===== src/rtl/pla_pkg.sv =====
// Package: shared defaults and configuration-word layout helpers for the
// two-plane logic array. Assumes every caller passes the same dimensions.
package pla_pkg;

    localparam int unsigned PLA_IN_DEF   = 3;
    localparam int unsigned PLA_TERM_DEF = 4;
    localparam int unsigned PLA_OUT_DEF  = 3;

    // Total configuration bits: inversion, connection plane, literal plane
    function automatic int unsigned pla_cfg_width(input int unsigned n_in,
                                                  input int unsigned n_term,
                                                  input int unsigned n_out);
        return n_out + n_term * n_out + 2 * n_in * n_term;
    endfunction

    // Bit position of the inversion bit of output o
    function automatic int unsigned pla_pol_pos(input int unsigned o);
        return o;
    endfunction

    // Bit position of the connection of term t to output o
    function automatic int unsigned pla_conn_pos(input int unsigned n_out,
                                                 input int unsigned t,
                                                 input int unsigned o);
        return n_out + t * n_out + o;
    endfunction

    // Bit position of a literal of input i in term t (neg=1: complement)
    function automatic int unsigned pla_lit_pos(input int unsigned n_in,
                                                input int unsigned n_term,
                                                input int unsigned n_out,
                                                input int unsigned t,
                                                input int unsigned i,
                                                input int unsigned neg);
        return n_out + n_term * n_out + t * 2 * n_in + 2 * i + neg;
    endfunction

endpackage


===== src/rtl/pla_cfg_chain.sv =====
// Module: serial configuration chain with a staging register and an active
// copy. Assumes commit is a single-cycle pulse; the active copy is the only
// state the logic planes see, so a partial shift is never visible.
module pla_cfg_chain #(
    parameter int unsigned CFG_W = 39
) (
    input  logic             clk,
    input  logic             rst_n,
    input  logic             load_en,
    input  logic             cfg_sdi,
    input  logic             commit,
    output logic [CFG_W-1:0] shadow_q,
    output logic [CFG_W-1:0] active_q
);

    // Staging register: shift one bit in at the bottom per enabled cycle
    always_ff @(posedge clk) begin
        if (!rst_n) begin
            shadow_q <= '0;
        end else if (load_en) begin
            shadow_q <= {shadow_q[CFG_W-2:0], cfg_sdi};
        end
    end

    // Active register: take the whole staged word on a commit pulse
    always_ff @(posedge clk) begin
        if (!rst_n) begin
            active_q <= '0;
        end else if (commit) begin
            active_q <= shadow_q;
        end
    end

endmodule


===== src/rtl/pla_and_plane.sv =====
// Module: programmable AND plane. Each term ANDs the selected literals.
// Assumes lit_true/lit_comp are packed term-major (term t at t*N_IN).
// An empty term gives 1; both literals of one input give 0.
module pla_and_plane #(
    parameter int unsigned N_IN   = 3,
    parameter int unsigned N_TERM = 4
) (
    input  logic [N_IN-1:0]        in_vec,
    input  logic [N_TERM*N_IN-1:0] lit_true,
    input  logic [N_TERM*N_IN-1:0] lit_comp,
    output logic [N_TERM-1:0]      term_vec
);

    for (genvar t = 0; t < N_TERM; t++) begin : g_term
        logic [N_IN-1:0] sel_t;
        logic [N_IN-1:0] sel_c;
        assign sel_t = lit_true[t*N_IN +: N_IN];
        assign sel_c = lit_comp[t*N_IN +: N_IN];

        // Product: an unselected literal contributes 1
        always_comb begin
            term_vec[t] = &((in_vec | ~sel_t) & (~in_vec | ~sel_c));
        end
    end

endmodule


===== src/rtl/pla_or_plane.sv =====
// Module: programmable OR plane followed by the per-output inversion.
// Assumes conn is packed output-major (output o at o*N_TERM). An output
// with no connections has a sum of 0.
module pla_or_plane #(
    parameter int unsigned N_TERM = 4,
    parameter int unsigned N_OUT  = 3
) (
    input  logic [N_TERM-1:0]       term_vec,
    input  logic [N_OUT*N_TERM-1:0] conn,
    input  logic [N_OUT-1:0]        pol,
    output logic [N_OUT-1:0]        sum_vec,
    output logic [N_OUT-1:0]        out_vec
);

    for (genvar o = 0; o < N_OUT; o++) begin : g_out
        // Sum of the connected terms
        always_comb begin
            sum_vec[o] = |(term_vec & conn[o*N_TERM +: N_TERM]);
        end

        // Optional inversion of the sum
        always_comb begin
            out_vec[o] = sum_vec[o] ^ pol[o];
        end
    end

endmodule


===== src/rtl/pla_core.sv =====
// Module: top of the serially configured two-plane logic array. Unpacks
// the active configuration word into the literal, connection and
// inversion fields and wires the planes. Inputs to outputs is combinational.
module pla_core #(
    parameter int unsigned N_IN   = pla_pkg::PLA_IN_DEF,
    parameter int unsigned N_TERM = pla_pkg::PLA_TERM_DEF,
    parameter int unsigned N_OUT  = pla_pkg::PLA_OUT_DEF
) (
    input  logic            clk,
    input  logic            rst_n,
    input  logic            load_en,
    input  logic            cfg_sdi,
    input  logic            commit,
    input  logic [N_IN-1:0] in_vec,
    output logic [N_OUT-1:0] out_vec
);

    import pla_pkg::*;

    localparam int unsigned CFG_W = pla_cfg_width(N_IN, N_TERM, N_OUT);

    logic [CFG_W-1:0]        shadow_cfg;
    logic [CFG_W-1:0]        active_cfg;
    logic [N_TERM*N_IN-1:0]  lit_true;
    logic [N_TERM*N_IN-1:0]  lit_comp;
    logic [N_OUT*N_TERM-1:0] conn;
    logic [N_OUT-1:0]        pol;
    logic [N_TERM-1:0]       term_vec;
    logic [N_OUT-1:0]        sum_vec;

    pla_cfg_chain #(.CFG_W(CFG_W)) u_chain (
        .clk      (clk),
        .rst_n    (rst_n),
        .load_en  (load_en),
        .cfg_sdi  (cfg_sdi),
        .commit   (commit),
        .shadow_q (shadow_cfg),
        .active_q (active_cfg)
    );

    // Field extraction from the active word
    for (genvar t = 0; t < N_TERM; t++) begin : g_lit_t
        for (genvar i = 0; i < N_IN; i++) begin : g_lit_i
            assign lit_true[t*N_IN+i] = active_cfg[pla_lit_pos(N_IN, N_TERM, N_OUT, t, i, 0)];
            assign lit_comp[t*N_IN+i] = active_cfg[pla_lit_pos(N_IN, N_TERM, N_OUT, t, i, 1)];
        end
        for (genvar o = 0; o < N_OUT; o++) begin : g_conn_o
            assign conn[o*N_TERM+t] = active_cfg[pla_conn_pos(N_OUT, t, o)];
        end
    end

    for (genvar o = 0; o < N_OUT; o++) begin : g_pol
        assign pol[o] = active_cfg[pla_pol_pos(o)];
    end

    pla_and_plane #(.N_IN(N_IN), .N_TERM(N_TERM)) u_and (
        .in_vec   (in_vec),
        .lit_true (lit_true),
        .lit_comp (lit_comp),
        .term_vec (term_vec)
    );

    pla_or_plane #(.N_TERM(N_TERM), .N_OUT(N_OUT)) u_or (
        .term_vec (term_vec),
        .conn     (conn),
        .pol      (pol),
        .sum_vec  (sum_vec),
        .out_vec  (out_vec)
    );

endmodule


===== config.mk =====
export PLATFORM = sky130hd
export DESIGN_NAME = pla_core
export DESIGN_NICKNAME = d
export VERILOG_FILES = /design/src/rtl/pla_pkg.sv /design/src/rtl/pla_cfg_chain.sv /design/src/rtl/pla_and_plane.sv /design/src/rtl/pla_or_plane.sv /design/src/rtl/pla_core.sv
export SDC_FILE = /design/constraint.sdc
export NUM_CORES = 1
export LEC_CHECK = 0
export BUFFER_PORTS_ARGS = -buffer_cell sky130_fd_sc_hd__buf_2
export CORE_MARGIN = 2
export CORE_UTILIZATION = 30
export DETAILED_ROUTE_END_ITERATION = 6
export REMOVE_ABC_BUFFERS = 1
export SLEW_MARGIN = 10
export SYNTH_ARGS = -nofsm -noshare
export SYNTH_HDL_FRONTEND = slang
export SYNTH_SLANG_ARGS = --single-unit

===== constraint.sdc =====
create_clock -name clk -period 1 [get_ports clk]
set_clock_uncertainty 0.15 [all_clocks]
set_input_delay 0.05 -clock clk [delete_from_list [all_inputs] [get_ports clk]]
set_output_delay 0.05 -clock clk [all_outputs]
set_load 0.02 [all_outputs]

Word-level counts from Yosys, hierarchy flattened

Cells that the tools add are included.

Register bits after elaboration: 78

Reduce and logical (&&, ||, !) cells: 7
Bitwise logic cells: 27

Operator list:

| kind              | number |
|---|---|
| $not A3 Y3        | 9 |
| $or A3 B3 Y3      | 8 |
| $and A3 B3 Y3     | 4 |
| $and A4 B4 Y4     | 3 |
| $reduce_and A3 Y1 | 4 |
| $reduce_or A4 Y1  | 3 |
| $xor A1 B1 Y1     | 3 |

Depth between registers and ports, before layout

Gate-level depths: netlist of the first run.

Word-level depth: 7
Gate-level depth with buffers: 5

Modules after synthesis

Synthesis of the first run repeated with hierarchy kept, for this count alone.

Cell total of the unflattened synthesis: 283
Area, all modules: 3,234.4 um2

Modules (own cells, without submodules):

| module        | seq. area each (um2) | area an instance (um2) | instances | cells an instance |
|---|---|---|---|---|
| pla_cfg_chain | 1,561.5              | 2,979.1                | 1         | 252 |
| pla_and_plane | 0.0                  | 160.2                  | 1         | 19 |
| pla_or_plane  | 0.0                  | 95.1                   | 1         | 12 |

Worst setup path before layout of the first run

OpenSTA, ideal clock, no wires.

Path type: register to output
Start point: register u_chain.active_q[32]
End point: output out_vec[0]
Data arrival time: 1.071 ns
Path buffers: 0
Cell stages (with the launch flop): 5
Slack: -0.271 ns
Cell sequence: dfxtp_1 -> mux2i_1 -> nand4_1 -> nand4_1 -> xor2_1

Longest elaborated chain between the ends: 7

RTL lines:

| what                   | line                | text |
|---|---|---|
| from (decl)            | pla_cfg_chain.sv:13 | `output logic [CFG_W-1:0] active_q` |
| from (signal assigned) | pla_cfg_chain.sv:30 | `active_q <= shadow_q;` |
| $not A3 Y3             | pla_and_plane.sv:22 | `term_vec[t] = &((in_vec \| ~sel_t) & (~in_vec \| ~sel_c));` |
| $or A3 B3 Y3           | pla_and_plane.sv:22 |  |
| $and A3 B3 Y3          | pla_and_plane.sv:22 |  |
| $reduce_and A3 Y1      | pla_and_plane.sv:22 |  |
| $and A4 B4 Y4          | pla_or_plane.sv:18  | `sum_vec[o] = \|(term_vec & conn[o*N_TERM +: N_TERM]);` |
| $reduce_or A4 Y1       | pla_or_plane.sv:18  |  |
| $xor A1 B1 Y1          | pla_or_plane.sv:23  | `out_vec[o] = sum_vec[o] ^ pol[o];` |
| to (decl)              | pla_core.sv:15      | `output logic [N_OUT-1:0] out_vec` |

Every way passes these cells.

Final worst setup path of the first run

Start point: register u_chain.active_q[38]
End point: output out_vec[0]

Same word-level chain as after synthesis.

==> out/metrics.cfg, run 1 <==
[setup_path]
crit_path_end_kind = output pin
crit_arrival_ns = 1.53
worstReg2RegEnd = u_chain.active_q[12]$_SDFFE_PN0P_
cpPeakStageDelay_ns = 0.33
required_ns = 0.80
start_kind = flip-flop
r2r_cells = 3
worstPathCellList = mux2i_2 -> buf_4 -> nand4_1 -> nand4_1 -> xor2_1 -> buf_4
path_class = flip-flop to output pin
r2r-start = u_chain.active_q[12]$_SDFFE_PN0P_
cpMaxStageDelayCell = dfxtp_2
cp-startpoint = u_chain.active_q[38]$_SDFFE_PN0P_
endpoint = out_vec[0]
path_max_fanout = 3
rrSetupSlack_ns = 0.13

[final_layout]
fin_cells = 445
layout-drive-gt1-share = 0.155
antennaDiodeCount = 0
nNetsFinal = 313
synthToLayoutAreaGrowth_pct = 17.2
final_util = 0.363
mostFrequentLayoutCell = mux2i_1
final_cell_mix = mux2i_1 (87), nor2b_1 (78), dfxtp_1 (76)

[die]
dieArea_mm2 = 0.0115
fp.dieH_um = 107
fp.coreArea_mm2 = 0.0104
fp.dieW_um = 107
pin_count = 11
row_count = 37
initial_core_util = 0.310

[cts]
cts_root_buffer = clkbuf_8
post_cts_buffers = 0
clk_path_buf_depth = 2
cts_max_level = 3
clock_latency_ns = 0.34
numClockSinks = 78
numCtsBuffers = 9
clk_pin_slew_ns = 0.07
cts_tree = yes

[grt]
grt_overflow = 0
grt_pass1_wl_um = 9970
grt_util_all_layers = 0.113
grt_antenna_before_repair = 0
grt_max_degree = 49
grt_pass1_vias = 1952

[sta]
slew_headroom = 0.802
slew_viol_final = 0
finalWorstSetupSlack_ns = -0.731
finalSetupViolCount = 3
rsz0062_at_grt = true
worst_pin_slew_ns = 0.288
finalHoldViolCount = 0
period_share = 1.73
layout_min_cycle_time_ns = 1.73
fmax_mhz = 578

[drt]
drt_iter0_drc = 92
wl_um = 6000
viasPerCell = 4.38
drc = 0
ant_nets = 0
vias = 1948
firstDrtPassIters = 4
wl_per_cell_um = 13.5

[pwr]
design_power_total_w = 0.00623
p_leak_nw = 1.53
peakVddDrop_mv = 0.683
powerDensity_mw_per_mm2 = 1660

[yosys]
synth_area_mm2 = 0.00321
synth.distinct_cells = 9
syn_avg_cell_area_um2 = 11.3
yosysWarnings = 0
netlist_instances = 285
ys_seq_area_frac = 0.486
ys_ff_latch = 78

[job]
cap_violations = 0

[placed_design]
place_inst = 429
dp_hpwl_um = 4000
gp_congestion = 0.812
io_buffers = 10

[outcome]
status = complete, but fails checks
violations = setup timing

[min_path]
min_path_type = input pin to flip-flop

==> layer usage <==
layer  global-route usage  share of wire  up-vias
met3               0.0260          0.024       13
li1                     -              -     1006
met1                0.142           0.49      909
met4               0.0659          0.034        0
met5                    0              0        -
met2                0.176           0.45       20
==> Yosys cell counts <==
| master | n | share of area |
|---|---|---|
| buf_6 | 6 | 0.021 |
| buf_2 | 5 | 0.0078 |
| clkbuf_1 | 7 | 0.0082 |
| xor2_1 | 3 | 0.0082 |
| nor2b_1 | 78 | 0.15 |
| dfxtp_1 | 78 | 0.49 |
| mux2i_1 | 90 | 0.28 |
| buf_4 | 3 | 0.0070 |
| nand4_1 | 15 | 0.029 |
==> worst min-delay path by stage <==
stage	startpoint	depth (start not counted)	end
2_1_floorplan	rst_n	1	u_chain.active_q[10]$_SDFFE_PN0P_
3_3_place_gp	cfg_sdi	3	u_chain.shadow_q[0]$_SDFFE_PN0P_
3_5_place_dp	cfg_sdi	3	u_chain.shadow_q[0]$_SDFFE_PN0P_
4_1_cts	rst_n	3	u_chain.shadow_q[34]$_SDFFE_PN0P_
5_1_grt	rst_n	3	u_chain.active_q[11]$_SDFFE_PN0P_
6_report	rst_n	3	u_chain.active_q[11]$_SDFFE_PN0P_
==> report_power, final <==
group          switching (W)  internal, W  leakage [nW]
clock network        0.00108      0.00171         0.119
registers         0.00000535      0.00311         0.629
logic               0.000155     0.000170         0.778
==> per-stage QoR <==
step / TNS [ns] / worst slack (ns) / hold slack [ns] / area [um2]
6_report: -2.17 / -0.731 / 0.0283 / 3760
5_1_grt: -2.48 / -0.837 / 0.0340 / 3760
4_1_cts: -2.35 / -0.788 / 0.0212 / 3750
3_5_place_dp: -1.33 / -0.444 / 0.174 / 3500
3_3_place_gp: -1.22 / -0.411 / 0.167 / 3500
2_1_floorplan: -0.814 / -0.271 / 0.0282 / 3070
==> flip-flops by register name, indices dropped and copies added, names as in the netlist <==
signal	flops
u_chain.shadow_q	39
u_chain.active_q	39
==> final cells by class <==
| type | instances | area (um2) |
|---|---|---|
| Sequential cell | 78 | 1560 |
| Tap cell | 136 | 170 |
| Fill cell | 1075 | 6610 |
| Clock buffer | 11 | 141 |
| Timing Repair Buffer | 30 | 273 |
| Multi-Input combinational cell | 186 | 1520 |
| Clock inverter | 4 | 95.1 |
==> worst max-delay path, delay by kind of cell, from the launching register on <==
kind / cells / cell delay [ns]
and+or+nand+nor: 2 / 0.23
buffers and inverters: 2 / 0.31
muxes: 1 / 0.17
xor gates and xnor gates: 1 / 0.15
DFF: 1 / 0.33
==> repair_timing <==
| action | in CTS | in global routing |
|---|---|---|
| pin swaps | 0 | 10 |
| endpoints found under the setup margin | 3 | 3 |
| hold endpoints to repair | 1 | 0 |
| hold buffers | 1 | 0 |
| resized for setup | 4 | 4 |
==> kinds of logic (layout without fill, tap and decap cells) <==
kind of cell  count (synthesis)  count (layout)  share of synthesized area
xor+xnor                      3               3                    0.00818
buf+inv                      21              45                     0.0440
flops                        78              78                      0.486
simple gates                 93              93                      0.181
mux                          90              90                      0.280
Power figures use the tool's default switching activity.
==> run 2: changes to the inputs <==
--- a/config.mk
+++ b/config.mk
@@ -9,7 +9,9 @@
 export CORE_MARGIN = 2
 export CORE_UTILIZATION = 30
 export DETAILED_ROUTE_END_ITERATION = 6
+export HOLD_SLACK_MARGIN = 0.1
 export REMOVE_ABC_BUFFERS = 1
+export SETUP_SLACK_MARGIN = 0.02
 export SLEW_MARGIN = 10
 export SYNTH_ARGS = -nofsm -noshare
 export SYNTH_HDL_FRONTEND = slang
==> constraint.sdc (replaced) <==
create_clock -name clk -period 2.2 [get_ports clk]
set_clock_uncertainty 0.15 [all_clocks]
set_input_delay 0.11 -clock clk [delete_from_list [all_inputs] [get_ports clk]]
set_output_delay 0.11 -clock clk [all_outputs]
set_load 0.02 [all_outputs]
==> run 2 against run 1 <==
The flow now finishes without violations. Sequential power fell by 54%. Total power decreased by 61%. Non-clock buffer count shrank 15. Combinational power down 57%. Utilization fell by 2.3 points. Critical endpoint unchanged. First-iteration DRC count shrank 4.3%. Register-to-register slack better by 1.3 ns. Largest cell class unchanged. Sequential cell count unchanged. Final cell count shrank 3.6%. Via count down 4.9%. Largest power group unchanged.
==> out/metrics.cfg, run 2 (synthesis gave the netlist of run 1 again) <==
[setup_path]
cp_top_family = multiplexers  ; was flip-flops
cpPeakStageDelay_ns = 0.35  ; was 0.33 ns
r2r-start = u_chain.shadow_q[19]$_SDFFE_PN0P_  ; was u_chain.active_q[12]$_SDFFE_PN0P_
required_ns = 1.94  ; was 0.80 ns
cpMaxStageDelayCell = mux2i_1  ; was dfxtp_2
path_common_cell = nand4_1
cp_num_cells = 5  ; was 6
start_kind = flip-flop  ; unchanged
crit_path_end_kind = output pin  ; unchanged
path_class = flip-flop to output pin  ; unchanged
path_buf_inv = 1  ; was 2
cp-startpoint = u_chain.active_q[30]$_SDFFE_PN0P_  ; was u_chain.active_q[38]$_SDFFE_PN0P_
worstPathCellList = mux2i_1 -> nand4_1 -> nand4_1 -> xor2_1 -> buf_2  ; was mux2i_2 -> buf_4 -> nand4_1 -> nand4_1 -> xor2_1 -> buf_4
r2r_cells = 2  ; was 3
crit_arrival_ns = 1.65  ; was 1.53 ns
path_max_fanout = 3  ; unchanged

[min_path]
min_path_cells = 3  ; unchanged
min_path_type = input pin to flip-flop  ; unchanged
hp-start = commit  ; was rst_n

[die]
pin_count = 11  ; unchanged
row_count = 37  ; unchanged
dieArea_mm2 = 0.0115  ; unchanged
initial_core_util = 0.310  ; unchanged
fp.coreArea_mm2 = 0.0104  ; unchanged
fp.dieW_um = 107  ; unchanged
fp.dieH_um = 107  ; unchanged

[grt]
grt_pass1_wl_um = 9430  ; was 9970 um
grt_overflow = 0  ; unchanged
grt_antenna_before_repair = 0  ; unchanged
grt_pass1_vias = 1727  ; was 1952
grt_util_all_layers = 0.107  ; was 0.113
grt_max_degree = 42  ; was 49

[sta]
rsz0062_at_grt = false  ; was true
finalSetupViolCount = 0  ; was 3
slew_headroom = 0.557  ; was 0.802
slew_viol_final = 0  ; unchanged
fin_setup_tns_ns = 0  ; was -2.17 ns
worst_pin_slew_ns = 0.664  ; was 0.288 ns
period_share = 0.870
finalHoldViolCount = 0  ; unchanged
holdWs_ns = 0.199  ; was 0.0283 ns
fmax_mhz = 523
layout_min_cycle_time_ns = 1.91

[drt]
firstDrtPassIters = 4  ; unchanged
vias = 1852  ; was 1948
ant_nets = 0  ; unchanged
wl_met2_um = 2420  ; was 2700 um
wl_met1_um = 3130  ; was 2950 um
drt_iter0_drc = 88  ; was 92
wl_per_cell_um = 13.4  ; was 13.5 um
wl_um = 5750  ; was 6000 um
top_layer = met4  ; unchanged
viasPerCell = 4.32  ; was 4.38
wl_met3_um = 138  ; was 142 um
drc = 0  ; unchanged

[cts]
clock_latency_ns = 0.33  ; was 0.34 ns
cts_root_buffer = clkbuf_8  ; unchanged
cts_max_level = 3  ; unchanged
cts_tree = yes  ; unchanged
cts_resized = 0  ; was 4
numCtsBuffers = 9  ; unchanged
clk_path_buf_depth = 2  ; unchanged
cts_hold_buf = 1  ; unchanged
numClockSinks = 78  ; unchanged
clk_pin_slew_ns = 0.07  ; about the same
post_cts_buffers = 0  ; unchanged

[placed_design]
io_buffers = 10  ; unchanged
dp_hpwl_um = 3830  ; was 4000 um
place_inst = 414  ; was 429
postPlaceCellArea_mm2 = 0.00336  ; was 0.00350 mm2
gp_congestion = 0.702  ; was 0.812

[pwr]
peakVddDrop_mv = 0.218  ; was 0.683 mV
powerDensity_mw_per_mm2 = 690  ; was 1660 mW/mm2
intPower_w = 0.00191  ; was 0.00499 W
switching_share = 0.215  ; was 0.199
clockPowerShare = 0.361  ; was 0.448
switchingPower_w = 0.000523  ; was 0.00124 W
seqPwrFrac = 0.582  ; was 0.500
p_leak_nw = 1.42  ; was 1.53 nW
power.share.combinational = 0.057  ; was 0.052

[final_layout]
nNetsFinal = 298  ; was 313
layout-drive-gt1-share = 0.0887  ; was 0.155
antennaDiodeCount = 0  ; unchanged
synthToLayoutAreaGrowth_pct = 9.70  ; was 17.2%
top_regs = u_chain.active_q: 39 flops, u_chain.shadow_q: 39 flops  ; unchanged
mostFrequentLayoutCell = mux2i_1  ; unchanged
final_cell_mix = mux2i_1 (90), nor2b_1 (78), dfxtp_1 (78)  ; was mux2i_1 (87), nor2b_1 (78), dfxtp_1 (76)
final_util = 0.340  ; was 0.363
fin_cells = 429  ; was 445
fin_area_mm2 = 0.00352  ; was 0.00376 mm2

[outcome]
status = completed  ; was complete, but fails checks

[job]
cap_violations = 0  ; unchanged

## run 2: final cells by class
class	count	area, um2
flip-flops and latches	78	1560
multi-input cells	186	1510
clock buffers	12	145
repair buffers	15	128
clock inverters	2	10.0
well taps	136	170
fillers	1048	6850
## run 2: metrics by stage
step	total power, W	setup WS (ns)
after floorplan	0.00151	0.869
after global placement	0.00159	0.554
after detailed placement	0.00159	0.546
after CTS	0.00247	0.249
after global routing	0.00254	0.149
final	0.00243	0.287
## run 2: worst paths after layout
kind                                             to  slack [ns]
setup / recovery                         out_vec[0]        0.29
hold reg to reg   u_chain.active_q[33]$_SDFFE_PN0P_        0.37
setup reg to reg  u_chain.shadow_q[19]$_SDFFE_PN0P_        1.38
hold / removal    u_chain.active_q[28]$_SDFFE_PN0P_        0.20
## run 2: tightest hold or removal path, delay by kind of cell
kind	cells	cell delay, ns
buf+inv	1	0.27
mux	1	0.20
simple gates	1	0.05
## run 2: power by group through the flow
stage	Combinational, W	Clock (W)	Sequential [W]
global route	0.000146	0.000974	0.00142
finish	0.000138	0.000878	0.00142
CTS	0.000139	0.000918	0.00142
global placement	0.000138	0	0.00145
detailed placement	0.000138	0	0.00145
floorplan	0.0000565	0	0.00145
## run 2: metal layers
metal / global-route usage / up-vias
li1: - / 981
met5: 0 / -
met3: 0.0272 / 6
met1: 0.152 / 855
met2: 0.149 / 10
met4: 0.0495 / 0
